**src/rtl/burst_addr_seq.sv**
```systemverilog
module burst_addr_seq #(
  parameter int AW  = 5,
  parameter int WW  = 16,
  parameter int GAP = 2
) (
  input  logic          clk,
  input  logic          rst_n,
  input  logic          strobe,
  input  logic          rd_nwr,
  input  logic          hold_ext,
  input  logic [WW-1:0] addr_word,
  output logic [AW-1:0] reg_addr,
  output logic          addr_valid,
  output logic          burst_active,
  output logic          burst_read,
  output logic          rw_error
);
  localparam int BURST_BIT = WW - 1;
  localparam int GW = $clog2(GAP + 1);

  logic          active_q, burst_q, rw_q, hold_q, phase_q, err_q;
  logic [AW-1:0] start_q, stop_q, addr_q;
  logic [GW-1:0] guard_q;

  wire load    = !active_q && strobe && (guard_q == '0);
  wire slow    = rw_q && hold_q;
  wire step_ok = !slow || phase_q;
  wire [AW-1:0] next_addr = (addr_q == stop_q) ? start_q : addr_q + 1'b1;

  always_ff @(posedge clk or negedge rst_n) begin
    if (!rst_n) begin
      active_q <= 1'b0;
      burst_q  <= 1'b0;
      rw_q     <= 1'b0;
      hold_q   <= 1'b0;
      phase_q  <= 1'b0;
      err_q    <= 1'b0;
      start_q  <= '0;
      stop_q   <= '0;
      addr_q   <= '0;
      guard_q  <= '0;
    end else begin
      err_q <= 1'b0;
      if (guard_q != '0) guard_q <= guard_q - 1'b1;
      if (load) begin
        active_q <= 1'b1;
        burst_q  <= addr_word[BURST_BIT];
        start_q  <= addr_word[AW-1:0];
        stop_q   <= addr_word[2*AW-1:AW];
        addr_q   <= addr_word[AW-1:0];
        rw_q     <= rd_nwr;
        hold_q   <= hold_ext;
        phase_q  <= 1'b0;
      end else if (active_q) begin
        if (burst_q && (rd_nwr != rw_q)) err_q <= 1'b1;
        if (!burst_q || !strobe) begin
          active_q <= 1'b0;
          if (burst_q && rw_q) guard_q <= GW'(GAP);
        end else begin
          phase_q <= ~phase_q;
          if (step_ok) addr_q <= next_addr;
        end
      end
    end
  end

  assign reg_addr     = addr_q;
  assign addr_valid   = active_q;
  assign burst_active = active_q && burst_q;
  assign burst_read   = rw_q;
  assign rw_error     = err_q;
endmodule


```
**config.mk**
```make
export PLATFORM = sky130hd
export DESIGN_NAME = burst_addr_seq
export DESIGN_NICKNAME = d
export VERILOG_FILES = /design/src/rtl/burst_addr_seq.sv
export SDC_FILE = /design/constraint.sdc
export NUM_CORES = 1
export LEC_CHECK = 0
export BUFFER_PORTS_ARGS = -buffer_cell sky130_fd_sc_hd__buf_4
export CAP_MARGIN = 20
export CORE_MARGIN = 5
export CORE_UTILIZATION = 45
export DETAILED_ROUTE_END_ITERATION = 7
export GPL_ROUTABILITY_DRIVEN = 0
export PLACE_DENSITY = 0.7
export SYNTH_ARGS = -nofsm -noshare
export SYNTH_HDL_FRONTEND = slang
export SYNTH_SLANG_ARGS = --single-unit
```
**constraint.sdc**
```tcl
create_clock -name clk -period 1.7 [get_ports clk]
set_input_delay 0.085 -clock clk [delete_from_list [all_inputs] [get_ports clk]]
set_output_delay 0.085 -clock clk [all_outputs]
set_load 0.05 [all_outputs]
```
* Word level (Yosys, flattened, before mapping)
Index checks and enable logic that the tools add are counted.
** Word-level totals
- Register bits after elaboration :: 23
- Bits in latches :: 0
- RAM bits :: 0
- ROM bits :: 0
- Input port bits :: 21
- Word-level logic and storage cells :: 53
- Memories kept :: 0
** Operators by class
- Add/subtract/negate cells :: 2
- Multiply operators :: 0
- Div/mod/pow operators :: 0
- Magnitude comparators :: 0
- Equal/unequal tests :: 3
- Shifts and indexed selects :: 0
- Mux-type cells :: 19
- Bitwise logic cells :: 1
- Reductions and logical operators :: 18
** Operators with widths (count)
- $mux 5 :: 5
- $mux 2 :: 5
- $mux 1 :: 9
- $logic_and 1x1->1 :: 6
- $reduce_bool 2->1 :: 3
- $add 5x1->5 const B :: 1
- $eq 5x5->1 :: 1
- $logic_not 1->1 :: 4
- $reduce_and 3->1 :: 1
- $logic_not 2->1 :: 1
- $logic_or 1x1->1 :: 2
- $ne 2x2->1 const B :: 1
- $reduce_and 2->1 :: 1
- $sub 2x1->2 const B :: 1
- $ne 1x1->1 :: 1
- $not 1->1 :: 1

* Longest topological paths before layout
- Word-level depth :: 7
- Gate-level depth with buffers :: 6

* Worst setup path before layout
No wires, ideal clock.
- Path kind :: register to register
- Start point :: reg active_q (netlist: addr_valid)
- End point :: reg addr_q[4] (netlist: reg_addr[4])
- Data arrival time :: 1.695 ns
- Setup slack :: -0.118 ns
- Cell stages (with the launch flop) :: 7
- Period minus slack after synthesis :: 1.818 ns
- Cells stage by stage :: dfrtp_1 -> or4b_1 -> buf_6 -> nand2_4 -> o21bai_2 -> o311a_1 -> o21ai_1
** Between the ends
- Word-level cells in the longest chain between the ends :: 5
** RTL lines
- from (decl) :: line 21 : logic active_q, burst_q, rw_q, hold_q, phase_q, err_q;
- from (signal assigned) :: line 32 : active_q <= 1'b0;
- from (signal assigned) :: line 46 : active_q <= 1'b1;
- from (signal assigned) :: line 57 : active_q <= 1'b0;
- $logic_not 1->1 :: line 25 : wire load = !active_q && strobe && (guard_q == '0);
- $logic_and 1x1->1 (2 in a row) :: line 25
- $ne 2x2->1 (no line) / $reduce_bool 2->1 (equally long branches)
- $reduce_and 3->1 (no line)
- to (signal assigned) :: line 50 : addr_q <= addr_word[AW-1:0];
- to (signal assigned) :: line 61 : if (step_ok) addr_q <= next_addr;
- to (decl) :: line 22 : logic [AW-1:0] start_q, stop_q, addr_q;
Several ways; a longest one is shown, not always the timed one.
A chain may end at the register's enable or synchronous reset.

* Worst setup path after layout
Ends and elaborated chain as after synthesis.

==> out/metrics.cfg <==
[outcome]
status = completed

[floorplan]
die_h_um = 59.5
num_rows = 18
ios = 30
initial_core_util = 0.457
dieWidth_um = 59.5
die_area_mm2 = 0.00354
fp.coreArea_mm2 = 0.00241

[sta]
finalCritPeriodShare = 0.920
skew_ns = 0.00612
min_period_ns = 1.56
tightest_slew_ns = 0.299
rsz0062_at_grt = false
fmax_mhz = 639
slew_viol_final = 0
setup_ws_ns = 0.136
slew_headroom = 0.801
finalHoldViolCount = 0
setup_violations = 0

[power_and_ir_drop]
vdd_drop_max_mv = 1.09
combinationalPowerShare = 0.521
p_leak_nw = 0.801
power.density_mw_per_mm2 = 1590
power.internal_mw = 1.34
switchingPower_mw = 1.09
total_power_mw = 2.43
p_sw_frac = 0.448
clkPwrFrac = 0.107
pwr-share-seq = 0.372

[place]
io_buffers = 24
dpl.hpwl_mm = 1.82
place_ws_ns = 0.0834
place_area_mm2 = 0.00136

[clock_network]
numCtsBuffers = 3
insertion_delay_ns = 0.32
postCtsSetupBuffers = 0
htreeDepth = 1
clockBufferDepth = 2
cts_root_buffer = clkbuf_4
numClockSinks = 23
clkSlewWorstSetupHoldPaths_ns = 0.13
cts_tree = built

[global_route]
track_usage = 0.162
use_met1 = 0.198
grt_overflow_total = 0
grt_use_met2 = 0.281
antenna_found_initial = 0
grtUsageMet3 = 0.0218
top_usage_layer = met2
grt_max_degree = 24
grt_first_pass_wirelength_mm = 4.33
grt_pass1_vias = 988

[yosys]
synth_xor_area_frac = 0.0716
synth_top_family_by_area = simple AND/OR/NAND/NOR gates
seq_area_frac_synth = 0.523
syn_avg_cell_area_um2 = 9.57
yosysWarnings = 0
synth_top_cell_by_area = dfrtp_1
synthSimpleGateAreaFrac = 0.230
ys_types = 28
synth-compound-area-share = 0.108
synth_area_leaders = dfrtp_1 52%, nand2_1 14%, xor2_1 4.8%
netlist_area_mm2 = 0.00110
synth_mux_area_frac = 0.0273
synthesis.nets = 137
netlist.area_leader.share = 0.523
synth_seq_cells = 23
synth-adder-area-share = 0.0114
syn_inst = 115

[layout]
final_common_cell = nand2_1
stdcell_area_mm2 = 0.00153
mostFrequentLayoutCells = 41 x nand2_1, 32 x buf_4, 20 x dfrtp_1, 13 x dlygate4sd3_1, 6 x xor2_1
nNetsFinal = 184
layout-drive-gt1-share = 0.286
syn_to_final_growth_pct = 39.0
antenna_cells = 0

[critical_path]
crit_required_ns = 1.92
worstRegToRegCells = 5
arrival_ns = 1.79
worstSetupStartpointType = flip-flop
critical_path_class = reg2reg
end_kind = flip-flop
cp_max_fo = 5

[routing]
wl_per_cell_um = 13.4
via_per_inst = 5.00
ant_nets = 0
drt-pass1-iter-count = 4
routed_wl_mm = 2.56
drc = 0
first_iter_violations = 10
vias = 955

[min_path]
hp-class = in2reg
hold_path_depth = 3

[flow_run]
cap_violations = 0

==> repair_timing <==
action	4_1_cts	5_1_grt
setup endpoints to repair	0	4
hold buffers	13	0
gates resized for setup	0	3
hold endpoints to repair	36	0
==> flip-flops by register name, summed over array words and instances, names as in the netlist <==
signal      flops
reg_addr        5
start_q         5
stop_q          5
burst_q         1
phase_q         1
addr_valid      1
guard_q         2
burst_read      1
rw_error        1
hold_q          1
==> cells by family after synthesis <==
logic type,count (synthesis)
simple gates,57
xor+xnor,9
buf+inv,6
flops,23
mux,3
compound gates,16
fa+ha+maj,1
==> worst paths after layout <==
| check | start | end | slack [ns] |
|---|---|---|---|
| max in group asynchronous | rst_n | reg_addr[0] | 1.27 |
| max | addr_valid | reg_addr[4] | 0.14 |
| max reg2reg | addr_valid | reg_addr[4] | 0.14 |
| min | addr_word[1] | reg_addr[1] | 0.03 |
| min in group asynchronous | rst_n | start_q[1] | 0.17 |
| min reg2reg | start_q[4] | start_q[4] | 0.50 |
==> layout make-up <==
cell class / instances / area [um2]
Clock buffer: 3 / 22.5
Clock inverter: 1 / 5.00
Fill cell: 203 / 880
Inverter: 3 / 11.3
Multi-Input combinational cell: 86 / 504
Sequential cell: 23 / 579
Tap cell: 30 / 37.5
Timing Repair Buffer: 45 / 370
==> stage by stage <==
step	utilization	instances	setup TNS [ns]	hold WS, ns
after floorplan	-	115	-0.0128	-0.211
after global placement	0.565	174	0	-0.00560
after detailed placement	0.565	174	0	-0.00620
after CTS	0.630	191	0	0.0269
after global routing	0.635	191	0	0.0483
final	0.635	191	0	0.0291
==> layer usage <==
layer,vias up,part of all wire
met5,-,0
met4,0,0.013
met3,5,0.056
met2,28,0.49
met1,443,0.45
li1,479,-
==> critical path: stages, from the launching register on <==
cell,delay [ns]
dfrtp_2,0.46
or4b_4,0.57
nand2_4,0.08
o21bai_2,0.11
o311a_1,0.18
o21ai_1,0.07
==> synth_stat cells <==
master and number:
or4b_1 1, a211o_1 1, a31o_2 1, nor2_1 5
o311a_1 1, buf_2 2, a21boi_0 2, xor2_1 6
ha_1 1, buf_6 1, xnor2_1 3, nand2_4 1
nor3_1 2, a211oi_1 1, dfrtp_1 23, nand2_1 42
nor4b_2 1, a221oi_1 1, o21ai_1 2, o21bai_2 1
mux2i_1 3, o21ai_0 3, a31oi_1 1, o211a_1 1
inv_1 3, nand3_1 3, nor3b_1 2, a21o_1 1
==> power groups by stage <==
stage	combinational, mW	clock [mW]	sequential (mW)
2_1_floorplan	0.530	0	1.19
3_3_place_gp	1.19	0	0.907
3_5_place_dp	1.22	0	0.920
4_1_cts	1.26	0.264	0.908
5_1_grt	1.38	0.286	0.932
6_report	1.27	0.260	0.906
Power figures use the tool's default switching activity.
